`config.mk`:
```
export PLATFORM = sky130hd
export DESIGN_NAME = nand_prog_seq
export DESIGN_NICKNAME = d
export VERILOG_FILES = /design/src/rtl/nand_seq_pkg.sv /design/src/rtl/nand_cycle_engine.sv /design/src/rtl/nand_rb_watch.sv /design/src/rtl/nand_page_order.sv /design/src/rtl/nand_prog_seq.sv
export SDC_FILE = /design/constraint.sdc
export NUM_CORES = 1
export LEC_CHECK = 0
export ABC_AREA = 1
export BUFFER_PORTS_ARGS = -buffer_cell sky130_fd_sc_hd__buf_2
export CORE_MARGIN = 1.5
export CORE_UTILIZATION = 40
export CTS_CLUSTER_DIAMETER = 40
export DETAILED_ROUTE_END_ITERATION = 10
export SLEW_MARGIN = 20
export SYNTH_ARGS = -nofsm -noshare
export SYNTH_HDL_FRONTEND = slang
export SYNTH_HIERARCHICAL = 1
export SYNTH_SLANG_ARGS = --single-unit
```
`constraint.sdc`:
```
create_clock -name clk -period 2.6 [get_ports clk]
set_input_delay 0.65 -clock clk [delete_from_list [all_inputs] [get_ports clk]]
set_output_delay 0.65 -clock clk [all_outputs]
set_load 0.02 [all_outputs]
```
`src/rtl/nand_seq_pkg.sv`:
```
package nand_seq_pkg;

  localparam logic [7:0] OP_LOAD   = 8'h80;
  localparam logic [7:0] OP_JUMP   = 8'h85;
  localparam logic [7:0] OP_LAUNCH = 8'h10;
  localparam logic [7:0] OP_STATUS = 8'h70;

  localparam int ST_READY_BIT = 6;
  localparam int ST_FAIL_BIT  = 0;

  typedef enum logic [3:0] {
    SQ_IDLE,
    SQ_CHECK,
    SQ_REFUSE,
    SQ_SEG,
    SQ_CMD,
    SQ_ADDR,
    SQ_DATA,
    SQ_LAUNCH,
    SQ_BUSY,
    SQ_TOUT,
    SQ_SCMD,
    SQ_SREAD,
    SQ_FIN
  } seq_state_t;

endpackage

```
`src/rtl/nand_cycle_engine.sv`:
```
module nand_cycle_engine #(
  parameter int LO = 2,
  parameter int HI = 2
) (
  input  logic       clk,
  input  logic       rst_n,
  input  logic       go,
  input  logic       rd,
  input  logic       cle_i,
  input  logic       ale_i,
  input  logic [7:0] dat_i,
  input  logic [7:0] dq_in,
  output logic       fin,
  output logic       we_n,
  output logic       re_n,
  output logic       cle,
  output logic       ale,
  output logic       dq_oe,
  output logic [7:0] dq_out,
  output logic [7:0] rdata
);

  localparam int MX = (LO > HI) ? LO : HI;
  localparam int CW = $clog2(MX + 1);

  logic          act_q, act_d;
  logic          hi_q, hi_d;
  logic          rd_q, rd_d;
  logic          cle_q, cle_d;
  logic          ale_q, ale_d;
  logic [7:0]    dat_q, dat_d;
  logic [7:0]    rdat_q, rdat_d;
  logic [CW-1:0] cnt_q, cnt_d;

  always_comb begin
    act_d  = act_q;
    hi_d   = hi_q;
    rd_d   = rd_q;
    cle_d  = cle_q;
    ale_d  = ale_q;
    dat_d  = dat_q;
    rdat_d = rdat_q;
    cnt_d  = cnt_q;
    fin    = 1'b0;
    if (!act_q) begin
      if (go) begin
        act_d = 1'b1;
        hi_d  = 1'b0;
        cnt_d = '0;
        rd_d  = rd;
        cle_d = cle_i;
        ale_d = ale_i;
        dat_d = dat_i;
      end
    end else if (!hi_q) begin
      if (cnt_q == CW'(LO - 1)) begin
        hi_d  = 1'b1;
        cnt_d = '0;
        if (rd_q) rdat_d = dq_in;
      end else begin
        cnt_d = cnt_q + 1'b1;
      end
    end else begin
      if (cnt_q == CW'(HI - 1)) begin
        act_d = 1'b0;
        cnt_d = '0;
        fin   = 1'b1;
      end else begin
        cnt_d = cnt_q + 1'b1;
      end
    end
  end

  always_ff @(posedge clk or negedge rst_n) begin
    if (!rst_n) begin
      act_q  <= 1'b0;
      hi_q   <= 1'b0;
      rd_q   <= 1'b0;
      cle_q  <= 1'b0;
      ale_q  <= 1'b0;
      dat_q  <= '0;
      rdat_q <= '0;
      cnt_q  <= '0;
    end else begin
      act_q  <= act_d;
      hi_q   <= hi_d;
      rd_q   <= rd_d;
      cle_q  <= cle_d;
      ale_q  <= ale_d;
      dat_q  <= dat_d;
      rdat_q <= rdat_d;
      cnt_q  <= cnt_d;
    end
  end

  assign we_n   = ~(act_q & ~hi_q & ~rd_q);
  assign re_n   = ~(act_q & ~hi_q & rd_q);
  assign cle    = act_q & cle_q;
  assign ale    = act_q & ale_q;
  assign dq_oe  = act_q & ~rd_q;
  assign dq_out = act_q ? dat_q : 8'h00;
  assign rdata  = rdat_q;

  AST_GO_WHEN_FREE: assert property (@(posedge clk) disable iff (!rst_n)
    go |-> !act_q);
  AST_STROBE_EXCL: assert property (@(posedge clk) disable iff (!rst_n)
    !(!we_n && !re_n));
  AST_NO_DRIVE_ON_READ: assert property (@(posedge clk) disable iff (!rst_n)
    !re_n |-> !dq_oe);

endmodule

```
`src/rtl/nand_rb_watch.sv`:
```
module nand_rb_watch #(
  parameter int TWB  = 4,
  parameter int TO_W = 16
) (
  input  logic            clk,
  input  logic            rst_n,
  input  logic            start,
  input  logic            rb_n,
  input  logic [TO_W-1:0] limit,
  output logic            ready,
  output logic            tout
);

  localparam int WBW = $clog2(TWB + 2);

  logic             rb_m, rb_s;
  logic             on_q, on_d;
  logic [WBW-1:0]   wb_q, wb_d;
  logic [TO_W-1:0]  to_q, to_d;

  always_ff @(posedge clk or negedge rst_n) begin
    if (!rst_n) begin
      rb_m <= 1'b1;
      rb_s <= 1'b1;
    end else begin
      rb_m <= rb_n;
      rb_s <= rb_m;
    end
  end

  always_comb begin
    on_d  = on_q;
    wb_d  = wb_q;
    to_d  = to_q;
    ready = 1'b0;
    tout  = 1'b0;
    if (start) begin
      on_d = 1'b1;
      wb_d = '0;
      to_d = '0;
    end else if (on_q) begin
      if (wb_q != WBW'(TWB)) begin
        wb_d = wb_q + 1'b1;
      end else if (rb_s) begin
        ready = 1'b1;
        on_d  = 1'b0;
      end else if (to_q == limit) begin
        tout = 1'b1;
        on_d = 1'b0;
      end else begin
        to_d = to_q + 1'b1;
      end
    end
  end

  always_ff @(posedge clk or negedge rst_n) begin
    if (!rst_n) begin
      on_q <= 1'b0;
      wb_q <= '0;
      to_q <= '0;
    end else begin
      on_q <= on_d;
      wb_q <= wb_d;
      to_q <= to_d;
    end
  end

  AST_START_WHEN_OFF: assert property (@(posedge clk) disable iff (!rst_n)
    start |-> !on_q);
  AST_READY_TOUT_EXCL: assert property (@(posedge clk) disable iff (!rst_n)
    !(ready && tout));
  AST_TOUT_WHILE_LOW: assert property (@(posedge clk) disable iff (!rst_n)
    tout |-> !rb_s);

endmodule

```
`src/rtl/nand_page_order.sv`:
```
module nand_page_order #(
  parameter int ROW_W     = 24,
  parameter int PAGE_BITS = 6
) (
  input  logic             clk,
  input  logic             rst_n,
  input  logic [ROW_W-1:0] row,
  input  logic             commit,
  output logic             refuse
);

  localparam int BLK_W = ROW_W - PAGE_BITS;

  logic                 vld_q;
  logic [BLK_W-1:0]     blk_q;
  logic [PAGE_BITS-1:0] pg_q;
  logic [BLK_W-1:0]     blk_in;
  logic [PAGE_BITS-1:0] pg_in;
  logic                 same_blk;

  assign blk_in   = row[ROW_W-1:PAGE_BITS];
  assign pg_in    = row[PAGE_BITS-1:0];
  assign same_blk = vld_q && (blk_in == blk_q);
  assign refuse   = same_blk && (pg_in <= pg_q);

  always_ff @(posedge clk or negedge rst_n) begin
    if (!rst_n) begin
      vld_q <= 1'b0;
      blk_q <= '0;
      pg_q  <= '0;
    end else if (commit) begin
      vld_q <= 1'b1;
      blk_q <= blk_in;
      pg_q  <= pg_in;
    end
  end

  AST_COMMIT_ASCEND: assert property (@(posedge clk) disable iff (!rst_n)
    (commit && vld_q && blk_in == blk_q) |-> (pg_in > pg_q));

endmodule

```
`src/rtl/nand_prog_seq.sv`:
```
module nand_prog_seq
  import nand_seq_pkg::*;
#(
  parameter int ROW_W     = 24,
  parameter int COL_W     = 16,
  parameter int LEN_W     = 12,
  parameter int PAGE_BITS = 6,
  parameter int WE_LO     = 2,
  parameter int WE_HI     = 2,
  parameter int TWB_CYC   = 4,
  parameter int TO_W      = 16
) (
  input  logic             clk,
  input  logic             rst_n,
  input  logic             req_valid,
  output logic             req_ready,
  input  logic [ROW_W-1:0] req_row,
  input  logic             seg_valid,
  output logic             seg_ready,
  input  logic [COL_W-1:0] seg_col,
  input  logic [LEN_W-1:0] seg_len,
  input  logic             seg_last,
  input  logic             dat_valid,
  output logic             dat_ready,
  input  logic [7:0]       dat_byte,
  input  logic [TO_W-1:0]  busy_limit,
  output logic             done,
  output logic             pass,
  output logic             err_order,
  output logic             err_timeout,
  output logic             nand_cle,
  output logic             nand_ale,
  output logic             nand_we_n,
  output logic             nand_re_n,
  output logic [7:0]       nand_dq_out,
  output logic             nand_dq_oe,
  input  logic [7:0]       nand_dq_in,
  input  logic             nand_rb_n
);

  localparam int COL_BYTES = COL_W / 8;
  localparam int ROW_BYTES = ROW_W / 8;
  localparam int ALL_BYTES = COL_BYTES + ROW_BYTES;
  localparam int AW        = $clog2(ALL_BYTES + 1);
  localparam int WW        = ROW_W + COL_W;

  seq_state_t       st_q, st_d;
  logic             pend_q, pend_d;
  logic             first_q, first_d;
  logic             last_q, last_d;
  logic [ROW_W-1:0] row_q, row_d;
  logic [COL_W-1:0] col_q, col_d;
  logic [LEN_W-1:0] len_q, len_d;
  logic [AW-1:0]    acnt_q, acnt_d;

  logic             go, rd, cle_i, ale_i, fin;
  logic [7:0]       dout, rdata, addr_byte;
  logic             commit, watch_start, rb_ready, rb_tout, refuse;
  logic [WW-1:0]    addr_word;
  logic [AW-1:0]    addr_last;

  assign addr_word = {row_q, col_q};
  assign addr_byte = addr_word[{acnt_q, 3'b000} +: 8];
  assign addr_last = first_q ? AW'(ALL_BYTES - 1) : AW'(COL_BYTES - 1);

  always_comb begin
    st_d        = st_q;
    pend_d      = pend_q;
    first_d     = first_q;
    last_d      = last_q;
    row_d       = row_q;
    col_d       = col_q;
    len_d       = len_q;
    acnt_d      = acnt_q;
    go          = 1'b0;
    rd          = 1'b0;
    cle_i       = 1'b0;
    ale_i       = 1'b0;
    dout        = 8'h00;
    commit      = 1'b0;
    watch_start = 1'b0;
    unique case (st_q)
      SQ_IDLE: begin
        if (req_valid) begin
          row_d   = req_row;
          first_d = 1'b1;
          st_d    = SQ_CHECK;
        end
      end
      SQ_CHECK:  st_d = refuse ? SQ_REFUSE : SQ_SEG;
      SQ_REFUSE: st_d = SQ_IDLE;
      SQ_SEG: begin
        if (seg_valid) begin
          col_d  = seg_col;
          len_d  = seg_len;
          last_d = seg_last;
          acnt_d = '0;
          st_d   = SQ_CMD;
        end
      end
      SQ_CMD: begin
        cle_i = 1'b1;
        dout  = first_q ? OP_LOAD : OP_JUMP;
        if (!pend_q) begin
          go     = 1'b1;
          pend_d = 1'b1;
        end
        if (fin) begin
          pend_d = 1'b0;
          st_d   = SQ_ADDR;
        end
      end
      SQ_ADDR: begin
        ale_i = 1'b1;
        dout  = addr_byte;
        if (!pend_q) begin
          go     = 1'b1;
          pend_d = 1'b1;
        end
        if (fin) begin
          pend_d = 1'b0;
          if (acnt_q == addr_last) begin
            acnt_d  = '0;
            first_d = 1'b0;
            if (len_q != '0) st_d = SQ_DATA;
            else             st_d = last_q ? SQ_LAUNCH : SQ_SEG;
          end else begin
            acnt_d = acnt_q + 1'b1;
          end
        end
      end
      SQ_DATA: begin
        dout = dat_byte;
        if (!pend_q && dat_valid) begin
          go     = 1'b1;
          pend_d = 1'b1;
        end
        if (fin) begin
          pend_d = 1'b0;
          len_d  = len_q - 1'b1;
          if (len_q == LEN_W'(1)) st_d = last_q ? SQ_LAUNCH : SQ_SEG;
        end
      end
      SQ_LAUNCH: begin
        cle_i = 1'b1;
        dout  = OP_LAUNCH;
        if (!pend_q) begin
          go     = 1'b1;
          pend_d = 1'b1;
        end
        if (fin) begin
          pend_d      = 1'b0;
          commit      = 1'b1;
          watch_start = 1'b1;
          st_d        = SQ_BUSY;
        end
      end
      SQ_BUSY: begin
        if (rb_tout)       st_d = SQ_TOUT;
        else if (rb_ready) st_d = SQ_SCMD;
      end
      SQ_TOUT: st_d = SQ_IDLE;
      SQ_SCMD: begin
        cle_i = 1'b1;
        dout  = OP_STATUS;
        if (!pend_q) begin
          go     = 1'b1;
          pend_d = 1'b1;
        end
        if (fin) begin
          pend_d = 1'b0;
          st_d   = SQ_SREAD;
        end
      end
      SQ_SREAD: begin
        rd = 1'b1;
        if (!pend_q) begin
          go     = 1'b1;
          pend_d = 1'b1;
        end
        if (fin) begin
          pend_d = 1'b0;
          st_d   = SQ_FIN;
        end
      end
      SQ_FIN:  st_d = SQ_IDLE;
      default: st_d = SQ_IDLE;
    endcase
  end

  always_ff @(posedge clk or negedge rst_n) begin
    if (!rst_n) begin
      st_q    <= SQ_IDLE;
      pend_q  <= 1'b0;
      first_q <= 1'b0;
      last_q  <= 1'b0;
      row_q   <= '0;
      col_q   <= '0;
      len_q   <= '0;
      acnt_q  <= '0;
    end else begin
      st_q    <= st_d;
      pend_q  <= pend_d;
      first_q <= first_d;
      last_q  <= last_d;
      row_q   <= row_d;
      col_q   <= col_d;
      len_q   <= len_d;
      acnt_q  <= acnt_d;
    end
  end

  nand_cycle_engine #(.LO(WE_LO), .HI(WE_HI)) engine_i (
    .clk    (clk),
    .rst_n  (rst_n),
    .go     (go),
    .rd     (rd),
    .cle_i  (cle_i),
    .ale_i  (ale_i),
    .dat_i  (dout),
    .dq_in  (nand_dq_in),
    .fin    (fin),
    .we_n   (nand_we_n),
    .re_n   (nand_re_n),
    .cle    (nand_cle),
    .ale    (nand_ale),
    .dq_oe  (nand_dq_oe),
    .dq_out (nand_dq_out),
    .rdata  (rdata)
  );

  nand_rb_watch #(.TWB(TWB_CYC), .TO_W(TO_W)) watch_i (
    .clk   (clk),
    .rst_n (rst_n),
    .start (watch_start),
    .rb_n  (nand_rb_n),
    .limit (busy_limit),
    .ready (rb_ready),
    .tout  (rb_tout)
  );

  nand_page_order #(.ROW_W(ROW_W), .PAGE_BITS(PAGE_BITS)) order_i (
    .clk    (clk),
    .rst_n  (rst_n),
    .row    (row_q),
    .commit (commit),
    .refuse (refuse)
  );

  assign req_ready   = (st_q == SQ_IDLE);
  assign seg_ready   = (st_q == SQ_SEG);
  assign dat_ready   = (st_q == SQ_DATA) && !pend_q;
  assign done        = (st_q == SQ_FIN) || (st_q == SQ_REFUSE) || (st_q == SQ_TOUT);
  assign pass        = (st_q == SQ_FIN) && rdata[ST_READY_BIT] && !rdata[ST_FAIL_BIT];
  assign err_order   = (st_q == SQ_REFUSE);
  assign err_timeout = (st_q == SQ_TOUT);

  AST_QUIET_WHILE_BUSY: assert property (@(posedge clk) disable iff (!rst_n)
    (st_q == SQ_BUSY) |-> (nand_we_n && nand_re_n));
  AST_FLAGS_EXCL: assert property (@(posedge clk) disable iff (!rst_n)
    $onehot0({pass, err_order, err_timeout}));
  AST_FLAG_WITH_DONE: assert property (@(posedge clk) disable iff (!rst_n)
    (pass || err_order || err_timeout) |-> done);
  AST_DONE_PULSE: assert property (@(posedge clk) disable iff (!rst_n)
    done |=> !done);
  AST_CLE_ALE_EXCL: assert property (@(posedge clk) disable iff (!rst_n)
    !(nand_cle && nand_ale));
  AST_REFUSE_SILENT: assert property (@(posedge clk) disable iff (!rst_n)
    err_order |-> $past(nand_we_n) && nand_we_n);

endmodule

```
## Word level (Yosys, flattened, before mapping)

Index checks and enable logic that the tools add are counted.

| cells by class | value |
|---|---|
| reduce and logical (&&, ||, !) cells | 32 |
| muxes and demuxes | 78 |
| magnitude comparators | 1 |
| add/subtract/negate cells | 5 |
| bitwise logic cells | 11 |
| eq/ne operators | 33 |
| shifts and indexed selects | 1 |

Operators by type and width:

| kind | number |
|---|---|
| two-way mux 16 bit | 5 |
| two-way mux 4 bit | 12 |
| one-hot mux 4 bit (10 select lines) | 1 |
| one-hot mux 8 bit (5 select lines) | 1 |
| indexed part select 40 x 7 -> 8 bit | 1 |
| two-way mux 1 bit | 38 |
| two-way mux 3 bit | 10 |
| two-way mux 12 bit | 2 |
| one-hot mux 12 bit (2 select lines) | 1 |
| equality test 4 bit, second input constant | 5 |
| equality test 18 bit | 1 |
| adder 16 x 1 -> 16 bit, second input constant | 1 |
| equality test 16 bit | 1 |
| equality test 4 x 3 -> 1 bit, second input constant | 4 |
| inequality test 2 bit, second input constant | 7 |
| nonzero test 2 bit | 7 |
| equality test 12 x 1 -> 1 bit, second input constant | 1 |
| inequality test 2 x 1 -> 1 bit, second input constant | 6 |
| AND reduction 4 bit | 3 |
| nonzero test 12 bit | 1 |
| subtractor 12 x 1 -> 12 bit, second input constant | 1 |
| AND reduction 11 bit | 1 |
| AND reduction 2 bit | 5 |
| equality test 4 x 2 -> 1 bit, second input constant | 2 |
| 21 further kinds | 44 |

| storage, ports and cells | value |
|---|---|
| output and inout bits | 20 |
| logic and storage cells | 185 |
| input bits | 91 |
| register bits after elaboration | 131 |

## Longest topological paths before layout

Gate-level depths: netlist of run 1.

| depth | value |
|---|---|
| depth after elaboration | 10 |
| mapped depth | 17 |
| gate-level depth less buffers | 15 |

## Cells and area by module

The synthesis of run 1 kept the hierarchy.

Modules (own cells, without submodules):

| module | instances | cells each | sequential area each (um2) | area each (um2) |
|---|---|---|---|---|
| nand_prog_seq | 1 | 450 | 1551.5 | 3732.3 |
| nand_rb_watch | 1 | 272 | 553.0 | 1741.7 |
| nand_page_order | 1 | 199 | 625.6 | 1406.3 |
| nand_cycle_engine | 1 | 132 | 575.6 | 1081.0 |

## Worst setup path before layout of run 1

Ideal clock, no wire load.

| timing | value |
|---|---|
| path type | input to register |
| from | input busy_limit[2] |
| to | register st_q[3] |
| cell stages on the path | 16 |
| library setup time | 117 ps |
| path slack | 439 ps |
| arrival | 2044 ps |
| data required time | 2483 ps |
| buffers on the path | 1 |
| path through | inv_1 -> nand2_1 -> nand2_1 -> nor2_2 -> nand2_1 -> nor2_4 -> nand2_4 -> buf_2 -> nor3_2 -> nor2_1 -> nand3_1 -> nand4_2 -> nor2_4 -> nand2_2 -> nand2_1 -> nand2_1 |

| between the ends | value |
|---|---|
| cells in the longest elaborated chain, start to end | 8 |
| elaborated cells on any way between the ends | 10 |
| those cells by class | eq/ne (2); mux (7); reduce/logical (1) |

Ends and longest elaborated chain:

| element | RTL line | text |
|---|---|---|
| from (decl) | nand_prog_seq.sv:26 | `input logic [TO_W-1:0] busy_limit,` |
| equality test 16 bit * | nand_rb_watch.sv:47 | `end else if (to_q == limit) begin` |
| two-way mux 1 bit * | nand_rb_watch.sv:47 |  |
| two-way mux 1 bit * | nand_rb_watch.sv:44 | `end else if (rb_s) begin` |
| two-way mux 1 bit * | nand_rb_watch.sv:42 | `if (wb_q != WBW'(TWB)) begin` |
| two-way mux 1 bit * | nand_rb_watch.sv:41 | `end else if (on_q) begin` |
| two-way mux 1 bit * | nand_rb_watch.sv:37 | `if (start) begin` |
| net rb_tout | nand_prog_seq.sv:58 | `logic commit, watch_start, rb_ready, rb_tout, refuse;` |
| inequality test 3 bit (no line) or two-way mux 4 bit (tied branches) | n/a |  |
| AND reduction 11 bit (no line) or one-hot mux 4 bit (10 select lines) (tied branches) | n/a |  |
| to (signal assigned) | nand_prog_seq.sv:202 | `st_q <= st_d;` |
| to (decl) | nand_prog_seq.sv:47 | `seq_state_t st_q, st_d;` |

The timed path passes the listed nets; every way through them passes the cells marked *.
A chain may end at the register's enable or synchronous reset.

## Worst setup path in the final report of run 1

| timing | value |
|---|---|
| from | register st_q[0] |
| to | output pass |

| between the ends | value |
|---|---|
| cells in the longest elaborated chain, start to end | 3 |

Ends and longest elaborated chain:

| element | RTL line | text |
|---|---|---|
| equality test 4 bit | nand_prog_seq.sv:254 | `assign pass = (st_q == SQ_FIN) && rdata[ST_READY_BIT] && !rdata[ST_FAIL_BIT];` |
| logical AND 1 bit (2 in series) | nand_prog_seq.sv:254 |  |
| to (decl) | nand_prog_seq.sv:28 | `output logic pass,` |

No other way between the ends.

==> results of run 1 <==
power breakdown:
part | switching, mW | internal [mW] | total [mW] | leakage (nW)
registers | 0.678 | 2.72 | 3.40 | 1.59
logic | 2.00 | 1.34 | 3.34 | 2.93
clock network | 0.927 | 1.54 | 2.47 | 0.291
total | 3.61 | 5.60 | 9.20 | 4.82
layer usage:
metal | GRT usage [%] | up-vias
li1 | - | 3427
met2 | 32.45 | 110
met1 | 25.10 | 3065
met3 | 3.814 | 18
met5 | 0 | -
met4 | 5.317 | 0
layout make-up:
class	count	area [um^2]
Fill cell	1880	9741
Clock buffer	20	446.7
Clock inverter	12	162.7
Multi-Input combinational cell	736	3850
Inverter	133	501.7
Tap cell	234	292.8
Sequential cell	126	3156
Timing Repair Buffer	115	618.1
through the flow:
step	setup slack, ps	cells	hold WS (ps)	cell area, um^2
detailed placement	261.2	1344	347.0	8418
global route	66.76	1376	8.115	9027
floorplan	438.7	1023	345.2	7699
global placement	276.1	1344	349.1	8418
finish	196.5	1376	21.88	9027
CTS	158.5	1376	7.493	9027
path summary, 6_finish.rpt:
check	to	slack, ps	cells after the start
max in group asynchronous	len_q[8]	1890	2
worst min register to register	watch_i/rb_s	350	0
worst max register to register	st_q[3]	470	14
worst min-delay path	watch_i/to_q[12]	20	1
worst max-delay path	pass	200	4
min in group clk	watch_i/rb_m	340	1
critical path, delay by kind of cell (launching register included):
kind	cells	cell delay, ps
buffers and inverters	1	200
AND/OR/NAND/NOR	3	680
flip-flops	1	450
placed cells by master, fill, tap and decap left out, drive strengths merged:
master,count
nand2,361
inv,129
dfrtp,124
nor2,122
buf,115
o21ai,60
nand3,58
mux2,41
nand4,22
a21oi,21
clkbuf,20
xor2,14
ha,13
clkinv,11
nor3,6
o211ai,5
bufinv,3
a21o,2
a21boi,2
clkinvlp,2
o21bai,2
dfstp,2
nor3b,1
xnor2,1
mux2i,1
nand3b,1
a32oi,1
o21a,1
or2,1
registers in the layout (all words and copies together) (netlist names), 2 cells and up:
| name | flops |
|---|---|
| row_q | 24 |
| order_i/blk_q | 18 |
| watch_i/to_q | 16 |
| col_q | 16 |
| len_q | 12 |
| st_q | 4 |
| engine_i/dat_q | 8 |
| watch_i/wb_q | 3 |
| engine_i/cnt_q | 2 |
| engine_i/rdata | 2 |
| acnt_q | 3 |
| order_i/pg_q | 6 |
==> metrics.md, run 1 <==
| Metric | Value |
|---|---|
| Total grt overflow | `0` |
| IO Count | `111` |
| F_max | `416.1 MHz` |
| # setup viols final | `0` |
| Max Slew Vio Count | `0` |
| Synth Instances | `1023` |
| Core Footprint | `18770 um^2` |
| Die H | `141.7 um` |
| Tot Pwr | `9.203 mW` |
| Antenna diodes | `0` |
| Setup_tns | `0 ps` |
| Share of cells above drive strength 1 | `19.79%` |
| Ys Warns | `6` |
| DR vias/cell | `4.811` |
| Final Util | `48.10%` |
| CP Launch Point | `st_q[0]` |
| CP max stage cell | `dfrtp_1` |
| WS Path Type | `register to output pin` |
| Crit. End Element | `output pin` |
| Std cell rows | `50` |
| WL met1 | `8700 um` |
| Resized Gates After CTS | `0` |
| Met3 wire length | `592 um` |
| Crit path cell chain | `nor2_2 > nand3_1 > nor3b_1 > buf_2` |
| CTS clk-pin slew, worst paths | `60 ps` |
| Maxcap violations | `0` |
| Largest net degree at the start of global routing | `87` |
| Cell area after synthesis | `7699 um^2` |
| Residual DRC count | `0` |
| Worst path max stage delay | `450 ps` |
| Critical path arrival | `1750 ps` |
| Final hold viol count | `0` |
| Leakage | `4.816 nW` |
| Tightest Hold Check Type | `input pin to async pin` |
| Max Used Layer | `met4` |
| Total setup buffers inserted after CTS | `0` |
| DP Wirelength | `13050 um` |
| Final period util | `92.44%` |
| Met2 WL | `8738 um` |
| Status | `finished clean` |
| Clk buf depth | `2` |
| Num CTS Buffers | `17` |
| Initial Utilization | `41.02%` |
| First-pass DRT Iterations | `5` |
| RSZ-0062 raised after global routing | `false` |
| Global-route wire length before repair | `30410 um` |
| Worst Skew | `4.967 ps` |
| I/O Buffers | `104` |
| Die width | `141.7 um` |
| Gr usage total | `19.22%` |
| Area delta synth->final | `17.26%` |
| Net Count, Synth | `1127` |
| WL/cell | `13.26 um` |
| Worst-path fanout max | `6` |
| Clock tree sinks | `126` |
| Iteration-0 DRC Markers | `380` |
| Clock insertion delay at the later pin of the skew report | `420 ps` |
| Hold buffer count at cts | `0` |
| Power Density | `1019 nW/um^2` |
| Die ar. | `20090 um^2` |
| Crit start category | `register` |
| Final nets | `1233` |
| Tmin final | `2403 ps` |
| Synth Area per Inst | `7.526 um^2` |
| Critical Path RT | `1950 ps` |
| H-tree levels | `4` |
| TritonCTS clock tree | `built` |
| Slew @ Worst Pin | `686.5 ps` |
| Number of global-route vias before repair | `6347` |
| Initial antenna violation count | `0` |
| Slew headroom | `53.98%` |
| IR drop worst, VDD | `0.5286 mV` |
| CTS root buf | `clkbuf_16` |
| Via Count | `6620` |
| Worst r2r src | `st_q[0]` |
| Drt total wl | `18240 um` |
| Gpl congestion | `0.8521` |
| DRT antenna net count | `0` |
(Power assumes the default switching activity.)
==> inputs of run 2 (changes only) <==
--- a/config.mk
+++ b/config.mk
@@ -5,7 +5,6 @@
 export SDC_FILE = /design/constraint.sdc
 export NUM_CORES = 1
 export LEC_CHECK = 0
-export ABC_AREA = 1
 export BUFFER_PORTS_ARGS = -buffer_cell sky130_fd_sc_hd__buf_2
 export CORE_MARGIN = 1.5
 export CORE_UTILIZATION = 40
==> metrics.md, run 2 <==
| Metric | Value |
|---|---|
| H-tree levels | `4 (unchanged)` |
| Final WS setup | `43.39 ps (-153.1 ps)` |
| Final hold viol count | `0 (unchanged)` |
| Area delta synth->final | `24.51%` |
| Iteration-0 DRC Markers | `277 (-27%)` |
| RSZ-0062 raised after global routing | `true` |
| Num CTS Buffers | `17 (unchanged)` |
| Non-filler cells, final | `997 (-28%)` |
| Die ar. | `17840 um^2 (-11%)` |
| WS Path Type | `register to register` |
| Top flop regs | `row_q: 24 flops, order_i/blk_q: 18 flops` |
| Tightest Hold Check Type | `input pin to async pin` |
| I/O Buffers | `104 (unchanged)` |
| DP Wirelength | `12330 um (-5.6%)` |
| R2r setup slk | `40 ps (-430 ps)` |
| Synth Instances | `632 (-38%)` |
| Core Footprint | `16640 um^2 (-11%)` |
| Drt total wl | `17040 um (-6.6%)` |
| Net Count, Synth | `736 (-35%)` |
| Critical Path RT | `2900 ps (+950 ps)` |
| Clock insertion delay at the later pin of the skew report | `410 ps (about the same)` |
| DR vias/cell | `5.384 (+12%)` |
| Via Count | `5368 (-19%)` |
| Synth Area per Inst | `10.79 um^2 (+43%)` |
| Maxcap violations | `0 (unchanged)` |
| Largest net degree at the start of global routing | `59 (-32%)` |
| CTS root buf | `clkbuf_16` |
| Status | `finished clean` |
| Gr usage total | `20.34% (+1.1 points)` |
| IR drop worst, VDD | `0.6381 mV (+21%)` |
| Total grt overflow | `0 (unchanged)` |
| Crit start category | `register` |
| Cell area after synthesis | `6820 um^2 (-11%)` |
| Clock tree sinks | `126 (unchanged)` |
| Leakage | `3.884 nW (-19%)` |
| Ys Warns | `6 (unchanged)` |
| Clk buf depth | `2 (unchanged)` |
| Gpl congestion | `0.8283 (-2.8%)` |
| Max FFs per register | `24 (unchanged)` |
| Reg2reg path depth | `9 (-5)` |
| Global-route wire length before repair | `28290 um (-7.0%)` |
| Slew @ Worst Pin | `731.2 ps (+44.64 ps)` |
| Fillers | `1510 (-20%)` |
| Worst Skew | `4.304 ps (-0.6625 ps)` |
| TritonCTS clock tree | `built` |
| Crit. End Element | `register` |
| WL/cell | `17.09 um (+29%)` |
| Critical path arrival | `2850 ps (+1100 ps)` |
| Number of global-route vias before repair | `5704 (-10%)` |
| Slew headroom | `51.25% (-2.7 points)` |
| Dpl cells | `965 (-28%)` |
| Tmin final | `2557 ps (+153.1 ps)` |
| Tot Pwr | `9.457 mW (+2.8%)` |
| Residual DRC count | `0 (unchanged)` |
| Max Slew Vio Count | `0 (unchanged)` |
| Power Density | `1114 nW/um^2 (+9.2%)` |
| F_max | `391.1 MHz (-6.0%)` |
| DRT antenna net count | `0 (unchanged)` |
| Final nets | `872 (-29%)` |
| Antenna diodes | `0 (unchanged)` |
| Worst-path fanout max | `3 (-3)` |
| Initial Utilization | `40.98% (about the same)` |
| Pre-CTS worst setup slack | `-357.2 ps (-618.4 ps)` |
| Biggest register | `row_q` |
| First-pass DRT Iterations | `5 (unchanged)` |
| Initial antenna violation count | `0 (unchanged)` |
| Share of cells above drive strength 1 | `36.68% (+17 points)` |
| # setup viols final | `0 (unchanged)` |
| CTS clk-pin slew, worst paths | `50 ps (about the same)` |
| Die H | `133.6 um (-5.8%)` |
| Commonest non-fill, non-tap cell in the layout | `dfrtp_1` |
| IO Count | `111 (unchanged)` |
| Final period util | `98.33% (+5.9 points)` |
| Std cell rows | `47 (-6.0%)` |
| Most frequent cells in the layout | `122 x dfrtp_1, 103 x buf_2, 75 x mux2_2` |
| Die width | `133.6 um (-5.8%)` |
==> run 2: repair_timing <==
item	in CTS	in global routing
hold buffers	0	0
endpoints found under the setup margin	3	5
setup buffers	4	0
resized for setup	1	4
pin swaps	4	4
==> run 2: final cells by class <==
type | instances | area, um^2 | area share (%)
Clock buffer | 21 | 470.5 | 5.540
Clock inverter | 7 | 137.6 | 1.621
Inverter | 23 | 86.33 | 1.017
Multi-Input combinational cell | 450 | 3483 | 41.02
Sequential cell | 126 | 3158 | 37.19
Tap cell | 220 | 275.3 | 3.241
Timing Repair Buffer | 150 | 880.8 | 10.37
==> run 2: worst paths after layout <==
path	start	end
min in group clk	nand_rb_n	watch_i/rb_m
hold reg to reg	watch_i/rb_m	watch_i/rb_s
max in group asynchronous	rst_n	order_i/blk_q[10]
setup / recovery	watch_i/to_q[4]	st_q[1]
hold / removal	rst_n	watch_i/to_q[8]
setup reg to reg	watch_i/to_q[4]	st_q[1]
==> run 2: power breakdown <==
group | switching (mW) | total [mW] | internal (mW) | leakage (nW)
clock | 0.809 | 2.46 | 1.65 | 0.297
sequential | 0.735 | 3.44 | 2.71 | 1.55
combinational | 1.75 | 3.55 | 1.81 | 2.04
==> run 2: stage by stage <==
| step | cell area, um^2 | hold WS, ps | utilization, % | setup TNS, ps |
|---|---|---|---|---|
| after floorplan | 6860 | 345.2 | - | -722.2 |
| after global placement | 7834 | 349.6 | 47.07 | -818.6 |
| after detailed placement | 7834 | 347.5 | 47.07 | -1021 |
| after CTS | 8473 | 209.8 | 50.91 | 0 |
| after global routing | 8492 | 220.2 | 51.03 | -196.2 |
| final | 8492 | 200.5 | 51.03 | 0 |
==> run 2: layer usage <==
metal / vias up / part of all wire (%) / GRT usage, % / wire [um]
met3: 26 / 4.9 / 4.871 / 843
met5: - / 0 / 0 / 0
met4: 0 / 2.4 / 8.394 / 414
met2: 147 / 50 / 34.60 / 8490
met1: 2638 / 43 / 24.83 / 7289
li1: 2557 / - / - / -
==> run 2: worst max-delay path, stage by stage (launching register included) <==
cell      delay (ps)
dfrtp_1          420
xnor2_2          170
nand4_1          160
nor4_4           380
and3b_1          230
nor4_1            60
a21oi_1          110
o21bai_1          90
or4_4            510
mux2_4           310
==> inputs of run 3 (changes only) <==
--- a/config.mk
+++ b/config.mk
@@ -6,10 +6,14 @@
 export NUM_CORES = 1
 export LEC_CHECK = 0
 export BUFFER_PORTS_ARGS = -buffer_cell sky130_fd_sc_hd__buf_2
+export CELL_PAD_IN_SITES_DETAIL_PLACEMENT = 0
+export CELL_PAD_IN_SITES_GLOBAL_PLACEMENT = 2
 export CORE_MARGIN = 1.5
-export CORE_UTILIZATION = 40
+export CORE_UTILIZATION = 37
 export CTS_CLUSTER_DIAMETER = 40
 export DETAILED_ROUTE_END_ITERATION = 10
+export GPL_TIMING_DRIVEN = 0
+export PLACE_DENSITY_LB_ADDON = 0.1
 export SLEW_MARGIN = 20
 export SYNTH_ARGS = -nofsm -noshare
 export SYNTH_HDL_FRONTEND = slang
==> metrics.md, run 3 (synthesis gave the netlist of run 2 again) <==
| Metric | Value |
|---|---|
| Drt total wl | `18100 um (+6.2%)` |
| Die H | `138.8 um (+3.9%)` |
| Power Density | `1100 nW/um^2 (-1.2%)` |
| Gr usage total | `19.28% (-1.1 points)` |
| Final period util | `103.1% (+4.7 points)` |
| Clock insertion delay at the later pin of the skew report | `420 ps (about the same)` |
| Residual DRC count | `0 (unchanged)` |
| Via Count | `5394 (+0.48%)` |
| Std cell rows | `49 (+4.3%)` |
| Max FFs per register | `24 (unchanged)` |
| RR Endpoint | `st_q[1]` |
| Initial antenna violation count | `0 (unchanged)` |
| Largest net degree at the start of global routing | `72 (+22%)` |
| TritonCTS clock tree | `built` |
| Core Footprint | `18020 um^2 (+8.3%)` |
| Share of cells above drive strength 1 | `37.48% (+0.80 points)` |
| IO Count | `111 (unchanged)` |
| Die ar. | `19260 um^2 (+7.9%)` |
| Worst-path fanout max | `5 (+2)` |
| Status | `complete, but fails checks` |
| Final hold viol count | `0 (unchanged)` |
| Crit. End Element | `register` |
| WHS | `123.7 ps (-76.85 ps)` |
| Tmin final | `2680 ps (+123.4 ps)` |
| Non-filler cells, final | `1016 (+1.9%)` |
| Crit start category | `register` |
| Critical path arrival | `2970 ps (+120 ps)` |
| IR drop worst, VDD | `0.5201 mV (-18%)` |
| DRT antenna net count | `0 (unchanged)` |
| Setup_tns | `-188.2 ps (-188.2 ps)` |
| Failing checks | `setup timing` |
| CTS clk-pin slew, worst paths | `60 ps (about the same)` |
| Area of the multi-input gates | `3531 um^2 (+1.4%)` |
| Top flop regs | `row_q: 24 flops, order_i/blk_q: 18 flops` |
| Number of global-route vias before repair | `5298 (-7.1%)` |
| Tightest Hold Check Type | `input pin to async pin` |
| Reg area | `3161 um^2 (about the same)` |
| F_max | `373.1 MHz (-4.6%)` |
| DR vias/cell | `5.309 (-1.4%)` |
| Reg2reg path depth | `10 (+1)` |
| Num CTS Buffers | `17 (unchanged)` |
| WL/cell | `17.81 um (+4.3%)` |
| Final WS setup | `-79.99 ps (-123.4 ps)` |
| RSZ-0062 raised after global routing | `true` |
| Max Slew Vio Count | `0 (unchanged)` |
| Most frequent cells in the layout | `120 x dfrtp_1, 117 x buf_2, 75 x mux2_2` |
| H-tree levels | `4 (unchanged)` |
| Slew @ Worst Pin | `1053 ps (+322.2 ps)` |
| Global-route wire length before repair | `29070 um (+2.8%)` |
| Area delta synth->final | `25.37%` |
| I/O Buffers | `104 (unchanged)` |
| Gpl congestion | `0.8210 (-0.88%)` |
| Antenna diodes | `0 (unchanged)` |
| # setup viols final | `4 (+4)` |
| Leakage | `3.869 nW (-0.38%)` |
| Fillers | `1737 (+15%)` |
| CTS root buf | `clkbuf_16` |
| Maxcap violations | `0 (unchanged)` |
| Die width | `138.8 um (+3.9%)` |
| Critical Path RT | `2890 ps (about the same)` |
| DP Wirelength | `13100 um (+6.3%)` |
| Worst r2r src | `watch_i/to_q[9]` |
| Clk buf depth | `2 (unchanged)` |
| Hold buffer count at cts | `0 (unchanged)` |
| Commonest non-fill, non-tap cell in the layout | `dfrtp_1` |
| Final nets | `878 (+0.69%)` |
| Clock tree sinks | `126 (unchanged)` |
| Iteration-0 DRC Markers | `389 (+40%)` |
| Initial Utilization | `37.84% (-3.1 points)` |
| R2r setup slk | `-80 ps (-120 ps)` |
| Dpl cells | `966 (+0.10%)` |
| WS Path Type | `register to register` |
| Tot Pwr | `9.408 mW (-0.51%)` |
| Slew headroom | `29.13% (-22 points)` |
| Total grt overflow | `0 (unchanged)` |
| First-pass DRT Iterations | `5 (unchanged)` |
| Worst Skew | `12.06 ps (+7.758 ps)` |
| Biggest register | `row_q` |
## run 3: power by group
group | leakage (nW) | total [mW] | internal, mW | switching [mW]
Sequential | 1.55 | 3.41 | 2.71 | 0.704
Combinational | 2.03 | 3.61 | 1.75 | 1.86
Clock | 0.288 | 2.39 | 1.51 | 0.882
Total | 3.87 | 9.41 | 5.96 | 3.45
## run 3: timing repair
item	in CTS	in global routing
buffers inserted	11	9
cloned	0	0
endpoints found under the setup margin	39	17
resized for setup	18	14
pin swaps	12	2
## run 3: how the worst max path moves through the flow
stage                           from      end  slack, ps  cells after the start
finish               watch_i/to_q[9]  st_q[1]        -80                     10
global route        watch_i/to_q[14]  st_q[1]       -170                     10
CTS                  watch_i/to_q[2]  st_q[1]        -90                     10
detailed placement     engine_i/hi_q  st_q[1]      -1130                     12
global placement       engine_i/hi_q  st_q[1]      -1170                     12
floorplan              busy_limit[0]  st_q[0]       -300                     10
## run 3: per-stage QoR
stage / utilization (%) / setup WS [ps] / cell area (um^2)
detailed placement: 42.75 / -1129 / 7705
floorplan: - / -299.3 / 6860
global route: 47.44 / -169.3 / 8551
finish: 47.44 / -79.99 / 8551
global placement: 42.54 / -1168 / 7667
CTS: 46.81 / -88.10 / 8438
## run 3: critical path, cell delays in order, from the launching register on
cell      delay (ps)
dfrtp_1          420
xnor2_1          170
nand4_1          170
nor4_4           370
buf_6            150
and3b_2          210
nor4_2            50
a21oi_1          140
o21bai_1          80
or4_4            460
mux2_4           320
## run 3: routing by layer
layer | wire length, um | up-vias | global-route usage [%]
li1 | - | 2581 | -
met1 | 8605 | 2651 | 27.15
met2 | 8352 | 138 | 29.86
met3 | 838 | 24 | 4.075
met4 | 303 | 0 | 5.976
met5 | 0 | - | 0
## run 3: final cells by class
type                    count  share of cell area [%]
flip-flops and latches    126                   36.96
inverters                  23                   1.054
plain buffers              31                   2.092
well taps                 229                   3.351
clock buffers              22                   5.663
clock inverters            10                   1.302
multi-input cells         450                   41.29
repair buffers            125                   8.282
